===== src/rtl/cfi_pkg.sv =====
package cfi_pkg;
  localparam logic [31:0] CRC_POLY = 32'h04C1_1DB7;
  localparam logic [31:0] CRC_INIT = 32'hFFFF_FFFF;

  typedef enum logic [2:0] {
    CAUSE_NONE   = 3'd0,
    CAUSE_TARGET = 3'd1,
    CAUSE_RETURN = 3'd2,
    CAUSE_LENGTH = 3'd3,
    CAUSE_SIG    = 3'd4,
    CAUSE_OVER   = 3'd5,
    CAUSE_UNDER  = 3'd6,
    CAUSE_ENTRY  = 3'd7
  } causeT;

  // control -> datapath strobes
  typedef struct packed {
    logic enterBlock;
    logic advance;
    logic latchRet;
  } dpStrobeT;

  function automatic logic [31:0] crcFold(input logic [31:0] seed, input logic [31:0] word);
    logic [31:0] acc;
    logic fb;
    acc = seed;
    for (int i = 31; i >= 0; i--) begin
      fb  = acc[31] ^ word[i];
      acc = {acc[30:0], 1'b0} ^ (fb ? CRC_POLY : 32'h0);
    end
    return acc;
  endfunction
endpackage


===== src/rtl/cfi_meta_table.sv =====
module cfi_meta_table #(
  parameter int NUM_BLOCKS = 8,
  parameter int ADDR_W     = 32,
  parameter int COUNT_W    = 8,
  localparam int IDX_W     = $clog2(NUM_BLOCKS)
) (
  input  logic               clk,
  input  logic               rstN,
  input  logic               wrEn,
  input  logic [IDX_W-1:0]   wrIdx,
  input  logic [ADDR_W-1:0]  wrStart,
  input  logic [COUNT_W-1:0] wrCount,
  input  logic [ADDR_W-1:0]  wrTaken,
  input  logic [ADDR_W-1:0]  wrFall,
  input  logic [31:0]        wrSig,
  input  logic [IDX_W-1:0]   rdIdx,
  output logic [ADDR_W-1:0]  rdTaken,
  output logic [ADDR_W-1:0]  rdFall,
  output logic [31:0]        rdSig,
  input  logic [ADDR_W-1:0]  lookupPc,
  output logic               hit,
  output logic [IDX_W-1:0]   hitIdx,
  output logic [COUNT_W-1:0] hitCount,
  output logic [31:0]        hitSig
);
  logic [NUM_BLOCKS-1:0] loaded;
  logic [ADDR_W-1:0]     startMem [NUM_BLOCKS];
  logic [COUNT_W-1:0]    countMem [NUM_BLOCKS];
  logic [ADDR_W-1:0]     takenMem [NUM_BLOCKS];
  logic [ADDR_W-1:0]     fallMem  [NUM_BLOCKS];
  logic [31:0]           sigMem   [NUM_BLOCKS];
  logic [NUM_BLOCKS-1:0] matchVec;

  always_ff @(posedge clk) begin
    if (!rstN) loaded <= '0;
    else if (wrEn) loaded[wrIdx] <= 1'b1;
  end

  always_ff @(posedge clk) begin
    if (wrEn) begin
      startMem[wrIdx] <= wrStart;
      countMem[wrIdx] <= wrCount;
      takenMem[wrIdx] <= wrTaken;
      fallMem[wrIdx]  <= wrFall;
      sigMem[wrIdx]   <= wrSig;
    end
  end

  for (genvar g = 0; g < NUM_BLOCKS; g++) begin : gMatch
    assign matchVec[g] = loaded[g] && (startMem[g] == lookupPc);
  end

  always_comb begin
    hit    = 1'b0;
    hitIdx = '0;
    for (int i = NUM_BLOCKS - 1; i >= 0; i--) begin
      if (matchVec[i]) begin
        hit    = 1'b1;
        hitIdx = IDX_W'(i);
      end
    end
  end

  assign hitCount = countMem[hitIdx];
  assign hitSig   = sigMem[hitIdx];
  assign rdTaken  = takenMem[rdIdx];
  assign rdFall   = fallMem[rdIdx];
  assign rdSig    = sigMem[rdIdx];
endmodule


===== src/rtl/cfi_shadow_stack.sv =====
module cfi_shadow_stack #(
  parameter int DEPTH  = 8,
  parameter int DATA_W = 32,
  localparam int CNT_W = $clog2(DEPTH + 1),
  localparam int PTR_W = (DEPTH > 1) ? $clog2(DEPTH) : 1
) (
  input  logic              clk,
  input  logic              rstN,
  input  logic              push,
  input  logic              pop,
  input  logic [DATA_W-1:0] pushData,
  output logic [DATA_W-1:0] topData,
  output logic              full,
  output logic              empty,
  output logic [CNT_W-1:0]  count
);
  logic [DATA_W-1:0] mem [DEPTH];
  logic [CNT_W-1:0]  topPtr;

  assign topPtr  = count - CNT_W'(1);
  assign full    = (count == CNT_W'(DEPTH));
  assign empty   = (count == '0);
  assign topData = mem[topPtr[PTR_W-1:0]];

  always_ff @(posedge clk) begin
    if (!rstN) begin
      count <= '0;
    end else begin
      unique case ({push, pop})
        2'b10: begin
          mem[count[PTR_W-1:0]] <= pushData;
          count <= count + CNT_W'(1);
        end
        2'b01: count <= count - CNT_W'(1);
        2'b11: mem[topPtr[PTR_W-1:0]] <= pushData;
        default: ;
      endcase
    end
  end
endmodule


===== src/rtl/cfi_datapath.sv =====
module cfi_datapath
  import cfi_pkg::*;
#(
  parameter int ADDR_W  = 32,
  parameter int COUNT_W = 8,
  parameter int IDX_W   = 3
) (
  input  logic               clk,
  input  logic               rstN,
  input  dpStrobeT           strobe,
  input  logic [ADDR_W-1:0]  retirePc,
  input  logic [31:0]        retireInstr,
  input  logic [IDX_W-1:0]   hitIdx,
  input  logic [COUNT_W-1:0] hitCount,
  input  logic [31:0]        hitSig,
  input  logic [ADDR_W-1:0]  curTaken,
  input  logic [ADDR_W-1:0]  curFall,
  input  logic [31:0]        curSig,
  input  logic [ADDR_W-1:0]  stackTop,
  output logic [IDX_W-1:0]   curIdx,
  output logic [ADDR_W-1:0]  linkAddr,
  output logic               lenAtEnd,
  output logic               lenSpent,
  output logic               sigMatch,
  output logic               targetMatch,
  output logic               returnMatch
);
  logic [COUNT_W-1:0] wdCnt, wdEff;
  logic [31:0]        crcAcc, crcEff, sigEff;
  logic [ADDR_W-1:0]  retReg;

  assign wdEff  = strobe.enterBlock ? hitCount : wdCnt;
  assign crcEff = crcFold(strobe.enterBlock ? CRC_INIT : crcAcc, retireInstr);
  assign sigEff = strobe.enterBlock ? hitSig : curSig;

  assign lenAtEnd    = (wdEff == COUNT_W'(1));
  assign lenSpent    = (wdEff <= COUNT_W'(1));
  assign sigMatch    = (crcEff == sigEff);
  assign targetMatch = (retirePc == curTaken) || (retirePc == curFall);
  assign returnMatch = (retirePc == retReg);
  assign linkAddr    = retirePc + ADDR_W'(4);

  always_ff @(posedge clk) begin
    if (!rstN) begin
      curIdx <= '0;
      wdCnt  <= '0;
      crcAcc <= CRC_INIT;
      retReg <= '0;
    end else begin
      if (strobe.enterBlock) curIdx <= hitIdx;
      if (strobe.advance) begin
        wdCnt  <= wdEff - COUNT_W'(1);
        crcAcc <= crcEff;
      end
      if (strobe.latchRet) retReg <= stackTop;
    end
  end
endmodule


===== src/rtl/cfi_control.sv =====
module cfi_control
  import cfi_pkg::*;
(
  input  logic     clk,
  input  logic     rstN,
  input  logic     retireValid,
  input  logic     isBranch,
  input  logic     isJump,
  input  logic     isCall,
  input  logic     isReturn,
  input  logic     hit,
  input  logic     lenAtEnd,
  input  logic     lenSpent,
  input  logic     sigMatch,
  input  logic     targetMatch,
  input  logic     returnMatch,
  input  logic     stackFull,
  input  logic     stackEmpty,
  output dpStrobeT strobe,
  output logic     stackPush,
  output logic     stackPop,
  output logic     alarm,
  output causeT    alarmCause
);
  logic expectEntry, pendTarget, pendReturn;
  logic xfer, proceed, badEntry;
  logic errTarget, errReturn, errLen, errSig, errOver, errUnder;
  causeT firstCause;

  assign xfer     = isBranch | isJump | isCall | isReturn;
  assign badEntry = retireValid && expectEntry && !hit;
  assign proceed  = retireValid && !(expectEntry && !hit);

  assign errTarget = retireValid && expectEntry && pendTarget && !targetMatch;
  assign errReturn = retireValid && expectEntry && pendReturn && !returnMatch;
  assign errLen    = proceed && (xfer ? !lenAtEnd : lenSpent);
  assign errSig    = proceed && xfer && !sigMatch;
  assign errOver   = proceed && isCall && stackFull;
  assign errUnder  = proceed && isReturn && stackEmpty;

  assign stackPush = proceed && isCall && !stackFull;
  assign stackPop  = proceed && isReturn && !stackEmpty;

  assign strobe.enterBlock = retireValid && expectEntry && hit;
  assign strobe.advance    = proceed && !xfer;
  assign strobe.latchRet   = stackPop;

  always_comb begin
    firstCause = CAUSE_NONE;
    if      (errTarget) firstCause = CAUSE_TARGET;
    else if (errReturn) firstCause = CAUSE_RETURN;
    else if (errLen)    firstCause = CAUSE_LENGTH;
    else if (errSig)    firstCause = CAUSE_SIG;
    else if (errOver)   firstCause = CAUSE_OVER;
    else if (errUnder)  firstCause = CAUSE_UNDER;
    else if (badEntry)  firstCause = CAUSE_ENTRY;
  end

  always_ff @(posedge clk) begin
    if (!rstN) begin
      expectEntry <= 1'b1;
      pendTarget  <= 1'b0;
      pendReturn  <= 1'b0;
    end else if (retireValid) begin
      if (badEntry) begin
        expectEntry <= 1'b1;
        pendTarget  <= 1'b0;
        pendReturn  <= 1'b0;
      end else begin
        expectEntry <= xfer;
        pendTarget  <= isBranch | isJump | isCall;
        pendReturn  <= isReturn && !stackEmpty;
      end
    end
  end

  always_ff @(posedge clk) begin
    if (!rstN) begin
      alarm      <= 1'b0;
      alarmCause <= CAUSE_NONE;
    end else if (!alarm && firstCause != CAUSE_NONE) begin
      alarm      <= 1'b1;
      alarmCause <= firstCause;
    end
  end
endmodule


===== src/rtl/cfi_monitor.sv =====
module cfi_monitor
  import cfi_pkg::*;
#(
  parameter int ADDR_W      = 32,
  parameter int NUM_BLOCKS  = 8,
  parameter int COUNT_W     = 8,
  parameter int STACK_DEPTH = 8,
  localparam int IDX_W      = $clog2(NUM_BLOCKS),
  localparam int SCNT_W     = $clog2(STACK_DEPTH + 1)
) (
  input  logic               clk,
  input  logic               rstN,
  input  logic               retireValid,
  input  logic [ADDR_W-1:0]  retirePc,
  input  logic [31:0]        retireInstr,
  input  logic               isBranch,
  input  logic               isJump,
  input  logic               isCall,
  input  logic               isReturn,
  input  logic               metaWrEn,
  input  logic [IDX_W-1:0]   metaWrIdx,
  input  logic [ADDR_W-1:0]  metaWrStart,
  input  logic [COUNT_W-1:0] metaWrCount,
  input  logic [ADDR_W-1:0]  metaWrTaken,
  input  logic [ADDR_W-1:0]  metaWrFall,
  input  logic [31:0]        metaWrSig,
  output logic               alarm,
  output logic [2:0]         alarmCause
);
  dpStrobeT           strobe;
  causeT              causeCode;
  logic               hit, lenAtEnd, lenSpent, sigMatch, targetMatch, returnMatch;
  logic [IDX_W-1:0]   hitIdx, curIdx;
  logic [COUNT_W-1:0] hitCount;
  logic [31:0]        hitSig, curSig;
  logic [ADDR_W-1:0]  curTaken, curFall, stackTop, linkAddr;
  logic               stackPush, stackPop, stackFull, stackEmpty;
  logic [SCNT_W-1:0]  stackCount;

  assign alarmCause = causeCode;

  cfi_meta_table #(.NUM_BLOCKS(NUM_BLOCKS), .ADDR_W(ADDR_W), .COUNT_W(COUNT_W)) uTable (
    .clk(clk), .rstN(rstN),
    .wrEn(metaWrEn), .wrIdx(metaWrIdx), .wrStart(metaWrStart), .wrCount(metaWrCount),
    .wrTaken(metaWrTaken), .wrFall(metaWrFall), .wrSig(metaWrSig),
    .rdIdx(curIdx), .rdTaken(curTaken), .rdFall(curFall), .rdSig(curSig),
    .lookupPc(retirePc), .hit(hit), .hitIdx(hitIdx), .hitCount(hitCount), .hitSig(hitSig)
  );

  cfi_shadow_stack #(.DEPTH(STACK_DEPTH), .DATA_W(ADDR_W)) uStack (
    .clk(clk), .rstN(rstN), .push(stackPush), .pop(stackPop), .pushData(linkAddr),
    .topData(stackTop), .full(stackFull), .empty(stackEmpty), .count(stackCount)
  );

  cfi_datapath #(.ADDR_W(ADDR_W), .COUNT_W(COUNT_W), .IDX_W(IDX_W)) uData (
    .clk(clk), .rstN(rstN), .strobe(strobe),
    .retirePc(retirePc), .retireInstr(retireInstr),
    .hitIdx(hitIdx), .hitCount(hitCount), .hitSig(hitSig),
    .curTaken(curTaken), .curFall(curFall), .curSig(curSig), .stackTop(stackTop),
    .curIdx(curIdx), .linkAddr(linkAddr),
    .lenAtEnd(lenAtEnd), .lenSpent(lenSpent), .sigMatch(sigMatch),
    .targetMatch(targetMatch), .returnMatch(returnMatch)
  );

  cfi_control uCtrl (
    .clk(clk), .rstN(rstN), .retireValid(retireValid),
    .isBranch(isBranch), .isJump(isJump), .isCall(isCall), .isReturn(isReturn),
    .hit(hit), .lenAtEnd(lenAtEnd), .lenSpent(lenSpent), .sigMatch(sigMatch),
    .targetMatch(targetMatch), .returnMatch(returnMatch),
    .stackFull(stackFull), .stackEmpty(stackEmpty),
    .strobe(strobe), .stackPush(stackPush), .stackPop(stackPop),
    .alarm(alarm), .alarmCause(causeCode)
  );
endmodule


===== config.mk =====
export PLATFORM = sky130hd
export DESIGN_NAME = cfi_monitor
export DESIGN_NICKNAME = d
export VERILOG_FILES = /design/src/rtl/cfi_pkg.sv /design/src/rtl/cfi_meta_table.sv /design/src/rtl/cfi_shadow_stack.sv /design/src/rtl/cfi_datapath.sv /design/src/rtl/cfi_control.sv /design/src/rtl/cfi_monitor.sv
export SDC_FILE = /design/constraint.sdc
export NUM_CORES = 2
export LEC_CHECK = 0
export BUFFER_PORTS_ARGS = -buffer_cell sky130_fd_sc_hd__buf_2
export CORE_MARGIN = 2
export CORE_UTILIZATION = 40
export CTS_CLUSTER_DIAMETER = 40
export DETAILED_ROUTE_END_ITERATION = 12
export PLACE_DENSITY = 0.53
export SYNTH_ARGS = -nofsm -noshare
export SYNTH_HDL_FRONTEND = slang
export SYNTH_HIERARCHICAL = 1
export SYNTH_SLANG_ARGS = --single-unit
export TNS_END_PERCENT = 50

===== constraint.sdc =====
create_clock -name clk -period 27.9 [get_ports clk]
set_clock_uncertainty 0.2 [all_clocks]
set_input_delay 2.79 -clock clk [delete_from_list [all_inputs] [get_ports clk]]
set_output_delay 2.79 -clock clk [all_outputs]
set_load 0.01 [all_outputs]

==> out/qor.csv <==
stage,metric,value,unit
status,status,completed,
global_route,GRT Total Usage,22.3,%
worst_setup_path,worst r2r path cells,25,
place,dpl hpwl,115000,um
sta,final worst path period need,11.47,ns
drt,DRT Wirelength,189000,um
yosys,synth unique cells,90,
layout,share of cells above drive strength 1,27.4,%
worst_setup_path,CP max-delay cell,and3_4,
worst_setup_path,Worst Path Arrival,11.98,ns
place,gpl congestion,0.893,
floorplanning,core area,0.163,mm2
worst_hold_path,HP Start,uCtrl/pendTarget$_SDFFE_PN0P_,
cts,hold_buf cts,0,
worst_setup_path,WP buf/inv,1,
layout,Final #Nets,4416,
sta,Slew Limit Headroom,23.6,%
sta,worst-margin pin slew,1.15,ns
cts,post-CTS resize count,0,
layout,area grow syn2layout,15.9,%
drt,Initial DRC Count,3263,
global_route,first-pass GRT wire length,270000,um
worst_hold_path,Hold Crit Class,flip-flop to flip-flop,
sta,RSZ-0062 raised after global routing,false,
power_and_ir_drop,P_leak,25.1,nW
yosys,Syn Nets,4161,
drt,routed vias,36600,
global_route,GRT Residual Overflow,0,
worst_setup_path,CP required,28.41,ns
power_and_ir_drop,combinational power share,27.1,%
cts,clk_lat worst skew,0.84,ns
power_and_ir_drop,Worst VDD drop,0.000170,V
cts,H-tree depth,4,
floorplanning,Die Span X,410,um
sta,# setup viols final,0,
sta,Fin. Hold Viols,0,
floorplanning,site row count,148,
cts,CTS clock-pin slew for the worst setup and hold paths,0.05,ns
worst_setup_path,reg2reg start,uTable/startMem[0][14]$_DFFE_PP_,
cts,CTS tree,done,
worst_setup_path,Worst Setup End Kind,flip-flop,
layout,final non-filler cell total,6559,
cts,CTS root buffer,clkbuf_16,
flow_run,max-cap violations,0,
global_route,number of antenna violations at the first check in global routing,32,
cts,Clock Path Buffers,3,
global_route,largest net degree at the start of global routing,108,
yosys,Mean Syn Cell Area,16.7,um2
worst_hold_path,hold path endpoint,uCtrl/pendTarget$_SDFFE_PN0P_,
power_and_ir_drop,Clock Power Share,38.0,%
place,# port buffers,214,
worst_setup_path,reg-to-reg endpoint,uCtrl/alarmCause[1]$_SDFFE_PN0P_,
drt,Pre-antenna DRT Iters,6,
yosys,post-synthesis register bit count,1438,
floorplanning,die area,0.168,mm2
layout,register area,0.0423,mm2
yosys,number of synthesized flops with an enable pin,1344,
yosys,Mapped Area,0.0659,mm2
power_and_ir_drop,Pint,0.00486,W
place,Cells after DPL,6165,
worst_setup_path,crit-path most repeated cell,xnor2_1,
worst_hold_path,Hold Crit Depth,2,
drt,Final ANT Viol Nets,0,
sta,final worst-path cycle share,41.1,%
worst_setup_path,critical path class,primary input to flip-flop,
worst_setup_path,CP top delay family,simple AND/OR/NAND/NOR gates,
sta,Peak Freq,87.2,MHz
layout,area of the multi-input gates,0.0225,mm2
power_and_ir_drop,power per cell area,91.3,mW/mm2
yosys,synthesis warning total,6,
yosys,sequential share of the synthesized area,64.1,%
floorplanning,Starting Density,40.4,%
power_and_ir_drop,sw frac,30.4,%
cts,Post-CTS Setup Inserts,0,
cts,CTS Buf Count,205,
sta,Max Slew Vio Count,0,
sta,setup TNS,0,ns
cts,clock sink count,1438,
yosys,Cells after Synth,3942,
floorplanning,I/O pin count,215,
yosys,asr flop ratio synth,0,%
worst_setup_path,max incr delay on CP,0.70,ns
drt,DRC viols,0,
yosys,main flop type after synthesis,edfxtp_1,
worst_setup_path,"critical path fanouts, max",59,
global_route,number of global-route vias before repair,37400,
drt,wire per inst,28.8,um
power_and_ir_drop,Psw,0.00212,W
worst_setup_path,reg2reg setup slack,18.57,ns
worst_setup_path,critical path startpoint category,primary input,
power_and_ir_drop,Seq pwr share,34.9,%
drt,via/cell ratio,5.57,
floorplanning,die height,410,um
layout,# fillers,13900,
## cells in the final DEF, fill, tap and decap left out, drive strengths merged, types with 48 or more instances in the layout
| master | instances |
|---|---|
| buf | 277 |
| clkbuf | 235 |
| clkinv | 79 |
| dfxtp | 94 |
| edfxtp | 1344 |
| inv | 49 |
| mux2 | 131 |
| mux2i | 83 |
| mux4 | 256 |
| nand2 | 110 |
| nand2b | 52 |
| nand3 | 75 |
| nor2 | 205 |
| nor3 | 104 |
| nor4 | 117 |
| o21ai | 79 |
| xnor2 | 281 |
| xnor3 | 48 |
| xor2 | 381 |
## area by class of cell
class                           count  area share (%)
Timing Repair Buffer              277            2.07
Tap cell                         2175            3.56
Clock inverter                    151            2.49
Antenna cell                        8          0.0262
Multi-Input combinational cell   2253            29.5
Clock buffer                      235            6.92
Inverter                           22           0.108
Sequential cell                  1438            55.3
## worst min-delay path, delay by kind of cell (launching register included)
kind	cells	cell delay, ns
AND/OR/NAND/NOR	1	0.06
flip-flops	1	0.31
AO/OA/AOI/OAI	1	0.05
## sequential cells by signal, summed over array words and instances, names as in the netlist
register and cells:
uStack/count 4, uTable/takenMem 256, uTable/loaded 8, uData/curIdx 3
uTable/sigMem 256, uCtrl/alarmCause 3, uData/retReg 32, uCtrl/alarm 1
uCtrl/expectEntry 1, uTable/startMem 256, uStack/mem 256, uData/crcAcc 32
uCtrl/pendReturn 1, uData/wdCnt 8, uCtrl/pendTarget 1, uTable/countMem 64
uTable/fallMem 256
## routing by layer
metal,track usage (%),up-vias,part of all wire [%]
met1,32.6,19300,46
met4,5.47,20,2.0
li1,-,15800,-
met5,0,-,0.069
met3,3.51,301,5.8
met2,35.0,1184,46
## cell usage after synthesis (19+ instances only)
cell	instances	area share (%)
and3b_1	43	0.57
buf_1	35	0.20
buf_2	38	0.29
buf_4	40	0.46
clkbuf_1	96	0.55
dfxtp_1	94	2.9
edfxtp_1	1344	61
inv_1	21	0.12
mux2_2	103	1.8
mux2_4	28	0.64
mux2i_1	83	1.3
mux4_1	24	0.96
mux4_2	232	7.9
nand2_1	110	0.63
nand2b_1	52	0.49
nand3_1	74	0.56
nand4_1	42	0.40
nor2_1	201	1.1
nor3_1	63	0.48
nor3_2	41	0.62
nor4_1	113	1.1
o211ai_2	40	0.76
o21ai_0	74	0.56
o22ai_2	40	0.76
xnor2_1	257	3.4
xnor2_2	19	0.47
xnor3_1	38	1.3
xor2_1	369	4.9
## power by group through the flow
stage	Sequential, W	Clock [W]	Combinational, W
final	0.00243	0.00265	0.00189
after global routing	0.00244	0.00279	0.00202
after CTS	0.00243	0.00271	0.00191
after detailed placement	0.00248	0	0.00189
after global placement	0.00248	0	0.00189
after floorplan	0.00248	0	0.00138
## worst max-delay path by stage
stage | startpoint | end | slack, ns | cells after the start
finish | retirePc[4] | uCtrl/alarmCause[1]$_SDFFE_PN0P_ | 16.43 | 26
detailed placement | retirePc[4] | uCtrl/alarmCause[1]$_SDFFE_PN0P_ | 15.65 | 26
global route | retirePc[4] | uCtrl/alarmCause[1]$_SDFFE_PN0P_ | 16.12 | 26
global placement | retirePc[2] | uCtrl/alarmCause[1]$_SDFFE_PN0P_ | 15.82 | 26
floorplan | metaWrIdx[2] | uTable/countMem[0][0]$_DFFE_PP_ | 14.68 | 1
CTS | retirePc[4] | uCtrl/alarmCause[1]$_SDFFE_PN0P_ | 16.58 | 26
## cells by family after synthesis
kind of cell,after synthesis,synth area share (%)
flip-flops,1438,64.1
AND/OR/NAND/NOR,832,7.09
XOR/XNOR,715,11.2
multiplexers,470,12.5
buffers and inverters,251,2.03
AO/OA/AOI/OAI,228,2.89
adder cells (fa/ha/maj),8,0.152
## through the flow
stage                     util, %  setup slack, ns  cell area [um2]  hold WS (ns)  total power (W)
final                        46.8            16.43            76400         0.263          0.00697
after CTS                    46.8            16.58            76400         0.268          0.00705
after floorplan                 -            14.68            65900         0.239          0.00387
after global placement       42.4            15.82            69200         0.255          0.00437
after global routing         46.8            16.12            76400         0.298          0.00725
after detailed placement     42.4            15.65            69200         0.255          0.00437
(Power assumes the default switching activity.)
